$ cat config.mk
export PLATFORM = sky130hd
export DESIGN_NAME = mixed_mult
export DESIGN_NICKNAME = d
export VERILOG_FILES = /design/src/rtl/mulx_pkg.sv /design/src/rtl/mulx_opsel.sv /design/src/rtl/mulx_extend.sv /design/src/rtl/mulx_core.sv /design/src/rtl/mixed_mult.sv
export SDC_FILE = /design/constraint.sdc
export NUM_CORES = 1
export LEC_CHECK = 0
export ABC_AREA = 1
export ABC_CLOCK_PERIOD_IN_PS = 10800
export BUFFER_PORTS_ARGS = -buffer_cell sky130_fd_sc_hd__clkbuf_2
export CAP_MARGIN = 20
export CORE_UTILIZATION = 47
export DETAILED_ROUTE_END_ITERATION = 6
export GPL_ROUTABILITY_DRIVEN = 0
export PLACE_DENSITY = 0.71
export REMOVE_ABC_BUFFERS = 1
export SLEW_MARGIN = 15
export SYNTH_ARGS = -nofsm -noshare
export SYNTH_HDL_FRONTEND = slang
export SYNTH_HIERARCHICAL = 1
export SYNTH_SLANG_ARGS = --single-unit
$ cat constraint.sdc
create_clock -name vclk -period 10.8
set_clock_uncertainty 0.2 [all_clocks]
set_input_delay 0.54 -clock vclk [all_inputs]
set_output_delay 0.54 -clock vclk [all_outputs]
set_load 0.02 [all_outputs]
$ cat src/rtl/mulx_pkg.sv
package mulx_pkg;
   // core architecture choice
   localparam int ARCH_NATIVE = 0;
   localparam int ARCH_ARRAY  = 1;

   typedef struct packed {
      logic a_sgn;
      logic b_sgn;
   } sign_sel_t;
endpackage

$ cat src/rtl/mulx_opsel.sv
module mulx_opsel #(
   parameter int DATA_W = 16,
   parameter int LIT_W  = 5,
   parameter int BYTE_W = 8
) (
   input  logic [DATA_W-1:0]  a_i,
   input  logic [DATA_W-1:0]  b_i,
   input  logic [LIT_W-1:0]   lit_i,
   input  logic               a_signed_i,
   input  logic               b_signed_i,
   input  logic               lit_sel_i,
   input  logic               byte_mode_i,
   output logic [DATA_W-1:0]  a_o,
   output logic [DATA_W-1:0]  b_o,
   output mulx_pkg::sign_sel_t sgn_o
);
   localparam int LIT_PAD  = DATA_W - LIT_W;
   localparam int BYTE_PAD = DATA_W - BYTE_W;

   logic [DATA_W-1:0] b_src;

   // literal replaces the bus operand and is always unsigned
   assign b_src = lit_sel_i ? {{LIT_PAD{1'b0}}, lit_i} : b_i;

   always_comb begin
      if (byte_mode_i) begin
         a_o         = {{BYTE_PAD{1'b0}}, a_i[BYTE_W-1:0]};
         b_o         = {{BYTE_PAD{1'b0}}, b_src[BYTE_W-1:0]};
         sgn_o.a_sgn = 1'b0;
         sgn_o.b_sgn = 1'b0;
      end else begin
         a_o         = a_i;
         b_o         = b_src;
         sgn_o.a_sgn = a_signed_i;
         sgn_o.b_sgn = b_signed_i & ~lit_sel_i;
      end
   end
endmodule

$ cat src/rtl/mulx_extend.sv
module mulx_extend #(
   parameter int IN_W  = 16,
   parameter int OUT_W = 17
) (
   input  logic [IN_W-1:0]  val_i,
   input  logic             signed_i,
   output logic [OUT_W-1:0] val_o
);
   localparam int PAD_W = OUT_W - IN_W;

   if (PAD_W < 1) begin : g_bad_width
      $error("mulx_extend: OUT_W must exceed IN_W");
   end

   logic fill;
   assign fill  = signed_i & val_i[IN_W-1];
   assign val_o = {{PAD_W{fill}}, val_i};
endmodule

$ cat src/rtl/mulx_core.sv
module mulx_core #(
   parameter int W    = 17,
   parameter int ARCH = mulx_pkg::ARCH_NATIVE
) (
   input  logic [W-1:0]   x_i,
   input  logic [W-1:0]   y_i,
   output logic [2*W-1:0] p_o
);
   localparam int P = 2 * W;

   if (ARCH != mulx_pkg::ARCH_NATIVE && ARCH != mulx_pkg::ARCH_ARRAY) begin : g_bad_arch
      $error("mulx_core: unknown ARCH value");
   end

   if (ARCH == mulx_pkg::ARCH_NATIVE) begin : g_native
      logic signed [P-1:0] p_s;
      assign p_s = P'($signed(x_i)) * P'($signed(y_i));
      assign p_o = p_s;
   end else begin : g_array
      logic [P-1:0] xw;
      assign xw = {{W{x_i[W-1]}}, x_i};
      // two's-complement rows: the top multiplier bit has negative weight
      for (genvar i = 0; i < W; i++) begin : g_row
         logic [P-1:0] pp;
         logic [P-1:0] sum;
         assign pp = y_i[i] ? (xw << i) : '0;
         if (i == 0) begin : g_first
            assign sum = pp;
         end else if (i == W - 1) begin : g_last
            assign sum = g_row[i-1].sum - pp;
         end else begin : g_mid
            assign sum = g_row[i-1].sum + pp;
         end
      end
      assign p_o = g_row[W-1].sum;
   end

   always_comb begin
      if (x_i == '0 || y_i == '0) begin
         assert_core_zero_R8: assert (p_o == '0)
            else $error("core product of zero operand is nonzero");
      end
   end
endmodule

$ cat src/rtl/mixed_mult.sv
module mixed_mult #(
   parameter int DATA_W    = 16,
   parameter int LIT_W     = 5,
   parameter int BYTE_W    = 8,
   parameter int CORE_ARCH = mulx_pkg::ARCH_NATIVE
) (
   input  logic [DATA_W-1:0]   a_i,
   input  logic [DATA_W-1:0]   b_i,
   input  logic                a_signed_i,
   input  logic                b_signed_i,
   input  logic [LIT_W-1:0]    lit_i,
   input  logic                lit_sel_i,
   input  logic                byte_mode_i,
   output logic [2*DATA_W-1:0] prod_o
);
   localparam int CORE_W = DATA_W + 1;
   localparam int PROD_W = 2 * DATA_W;
   localparam int FULL_W = 2 * CORE_W;

   if (DATA_W < 2) begin : g_bad_data
      $error("mixed_mult: DATA_W must be at least 2");
   end
   if (LIT_W < 1 || LIT_W >= DATA_W) begin : g_bad_lit
      $error("mixed_mult: LIT_W must lie in 1..DATA_W-1");
   end
   if (BYTE_W < 1 || BYTE_W >= DATA_W) begin : g_bad_byte
      $error("mixed_mult: BYTE_W must lie in 1..DATA_W-1");
   end

   logic [DATA_W-1:0]   a_sel, b_sel;
   mulx_pkg::sign_sel_t sgn;
   logic [CORE_W-1:0]   a_ext, b_ext;
   logic [FULL_W-1:0]   full_p;

   mulx_opsel #(.DATA_W(DATA_W), .LIT_W(LIT_W), .BYTE_W(BYTE_W)) u_opsel (
      .a_i        (a_i),
      .b_i        (b_i),
      .lit_i      (lit_i),
      .a_signed_i (a_signed_i),
      .b_signed_i (b_signed_i),
      .lit_sel_i  (lit_sel_i),
      .byte_mode_i(byte_mode_i),
      .a_o        (a_sel),
      .b_o        (b_sel),
      .sgn_o      (sgn)
   );

   mulx_extend #(.IN_W(DATA_W), .OUT_W(CORE_W)) u_ext_a (
      .val_i   (a_sel),
      .signed_i(sgn.a_sgn),
      .val_o   (a_ext)
   );

   mulx_extend #(.IN_W(DATA_W), .OUT_W(CORE_W)) u_ext_b (
      .val_i   (b_sel),
      .signed_i(sgn.b_sgn),
      .val_o   (b_ext)
   );

   mulx_core #(.W(CORE_W), .ARCH(CORE_ARCH)) u_core (
      .x_i(a_ext),
      .y_i(b_ext),
      .p_o(full_p)
   );

   assign prod_o = full_p[PROD_W-1:0];

   // checks beside the datapath
   always_comb begin
      if (byte_mode_i) begin
         assert_byte_upper_zero_R6: assert (prod_o[PROD_W-1:2*BYTE_W] == '0)
            else $error("byte mode product exceeds byte-squared range");
      end
      if (!byte_mode_i && !lit_sel_i && !a_signed_i && !b_signed_i) begin
         assert_unsigned_match_R2: assert (prod_o ==
               {{DATA_W{1'b0}}, a_i} * {{DATA_W{1'b0}}, b_i})
            else $error("unsigned product mismatch");
      end
      if (!byte_mode_i && !lit_sel_i && a_signed_i && b_signed_i
          && a_i != '0 && b_i != '0) begin
         assert_signed_sign_R1: assert (prod_o[PROD_W-1] == (a_i[DATA_W-1] ^ b_i[DATA_W-1]))
            else $error("signed product has wrong sign");
      end
      if (lit_sel_i && !byte_mode_i && !a_signed_i) begin
         assert_lit_bound_R5: assert (prod_o < ({{DATA_W{1'b0}}, a_i} << LIT_W) + 1)
            else $error("literal product out of range");
      end
      if (a_signed_i && !byte_mode_i || b_signed_i && !byte_mode_i && !lit_sel_i) begin
         assert_ext_signed_R8: assert (full_p[FULL_W-1:PROD_W] == {(FULL_W-PROD_W){full_p[PROD_W-1]}})
            else $error("signed product overflowed output width");
      end else begin
         assert_ext_unsigned_R8: assert (full_p[FULL_W-1:PROD_W] == '0)
            else $error("unsigned product overflowed output width");
      end
   end
endmodule

==> impl_metrics.toml <==
[status]
status = "finished, violations left"
violations = "design-rule violations"

[grt]
grt-ovfl-total = 0
grt_usage = 0.229
antenna_found_initial = 0
grt_pass1_vias = 9831
grt_pass1_wl_um = 47800
grt_max_degree = 19

[floorplanning]
die_h_um = 162
fp.dieW_um = 162
ios = 73
rows = 58
dieArea_sq_mm = 0.0261
initial_core_util = 0.478
core_sq_mm = 0.0250

[run]
drv_cap = 0

[worst_setup_path]
cp.depth = 25
crit_top_cell = "nand2_1"
critPathTopFamily = "adder cells"
critPathSlowestCell = "fa_1"
start_kind = "input port"
end_kind = "output pin"
cp_num_buf_inv = 7
required_ps = 10060
cp-endpoint = "prod_o[30]"
cpPeakStageDelay_ps = 910
critPathArrivalTime_ps = 7090
cp_max_fo = 18
worst-setup-path-type = "in2out"
startpoint = "byte_mode_i"

[finish]
fin_util = 0.488
diodes = 0
final-seq-area_sq_um = 0
fill_cells = 2485
clkbuf_count = 0
nets = 1994
layout-drive-gt1-share = 0.0703
areaGrowthSynthToFinish_pct = 2.06
seq_cells = 0

[timing]
final.min_clock_period_ps = 7830
setup_violations = 0
max_freq_mhz = 128
worst_slack_ps = 2970
setup_tns_ps = 0
layout_worst_path_cycle_share = 0.725
slew_viol_final = 0
holdWs_ps = 1530
tightest_slew_ps = 971
final_hold_viol_count = 0
slew_headroom = 0.352
rsz0062_at_grt = "no"

[route]
drcViolationCount = 1
first_iter_violations = 605
detail-route-antenna-nets = 0
avgViaCountPerCell = 4.87
drt-pass1-iter-count = 7
wl_um = 27900
vias = 9287
post_drt_wl_per_cell_um = 14.6

[hold_path]
hold_class = "in2out"
worstHoldStart = "a_i[0]"

[synth]
syn-instance-count = 1609
ys.warnings.count = 6
avgSynthCellArea_sq_um = 7.43
netlist_area_sq_mm = 0.0120

[pwr]
powerDensity_mw_per_mm2 = 125
power_w = 0.00153
irDropWorstVdd_v = 0.000123
p_leak_nw = 8.03

[place]
hpwl_um = 24200
port_buffers = 73
dp_slack_ps = 3020

[clock_tree]
ctsResizeCount = 0
cts_setup_buffers = 0
hold_buffers = 0
==> how the worst min path moves through the flow <==
stage	to	depth (start not counted)	slack, ps
after floorplan	prod_o[0]	2	1000
after detailed placement	prod_o[0]	4	1530
after global placement	prod_o[0]	4	1510
final	prod_o[0]	4	1530
after CTS	prod_o[0]	4	1530
after global routing	prod_o[0]	4	1580
==> placed cells by master (no fill, tap or decap), types with 2 or more instances in the layout <==
master    instances
xnor2_1           2
nor2_2           12
nand3_2           2
o21bai_1          5
a21oi_1          22
nor2_4            2
clkbuf_2         73
nand3_1          23
inv_1           511
nand2_2           7
fa_1            290
buf_4             9
o21ai_0           8
or2_2             3
nor2_1           56
nand4_1          10
nor3_1            5
ha_1             83
nand2_1         435
xor2_1           15
==> through the flow <==
step	instances	cell area (sq um)
after global placement	1908	12200
final	1908	12200
after CTS	1908	12200
after global routing	1908	12200
after floorplan	1496	11300
after detailed placement	1908	12200
==> report_power, final <==
part / switching, W / internal, W / total, W / leakage (nW)
Sequential: 0 / 0 / 0 / 0
Combinational: 0.00102 / 0.000502 / 0.00153 / 8.03
Clock: 0 / 0 / 0 / 0
==> routing by layer <==
| metal | share of wire | GRT usage | vias up | wire length [um] |
|---|---|---|---|---|
| met5 | 0 | 0 | - | 0 |
| met4 | 0.025 | 0.0626 | 0 | 684 |
| met3 | 0.063 | 0.0190 | 48 | 1760 |
| met2 | 0.49 | 0.391 | 339 | 13800 |
| met1 | 0.42 | 0.311 | 4587 | 11700 |
| li1 | - | - | 4313 | - |
==> cell type report <==
| type | instances | area (sq um) | area share |
|---|---|---|---|
| inverter | 513 | 1930 | 0.158 |
| multi-input combinational | 983 | 9430 | 0.772 |
| tap | 330 | 413 | 0.0338 |
| timing repair buffer | 82 | 433 | 0.0355 |
Note: power is estimated with default switching activity, not from simulation.
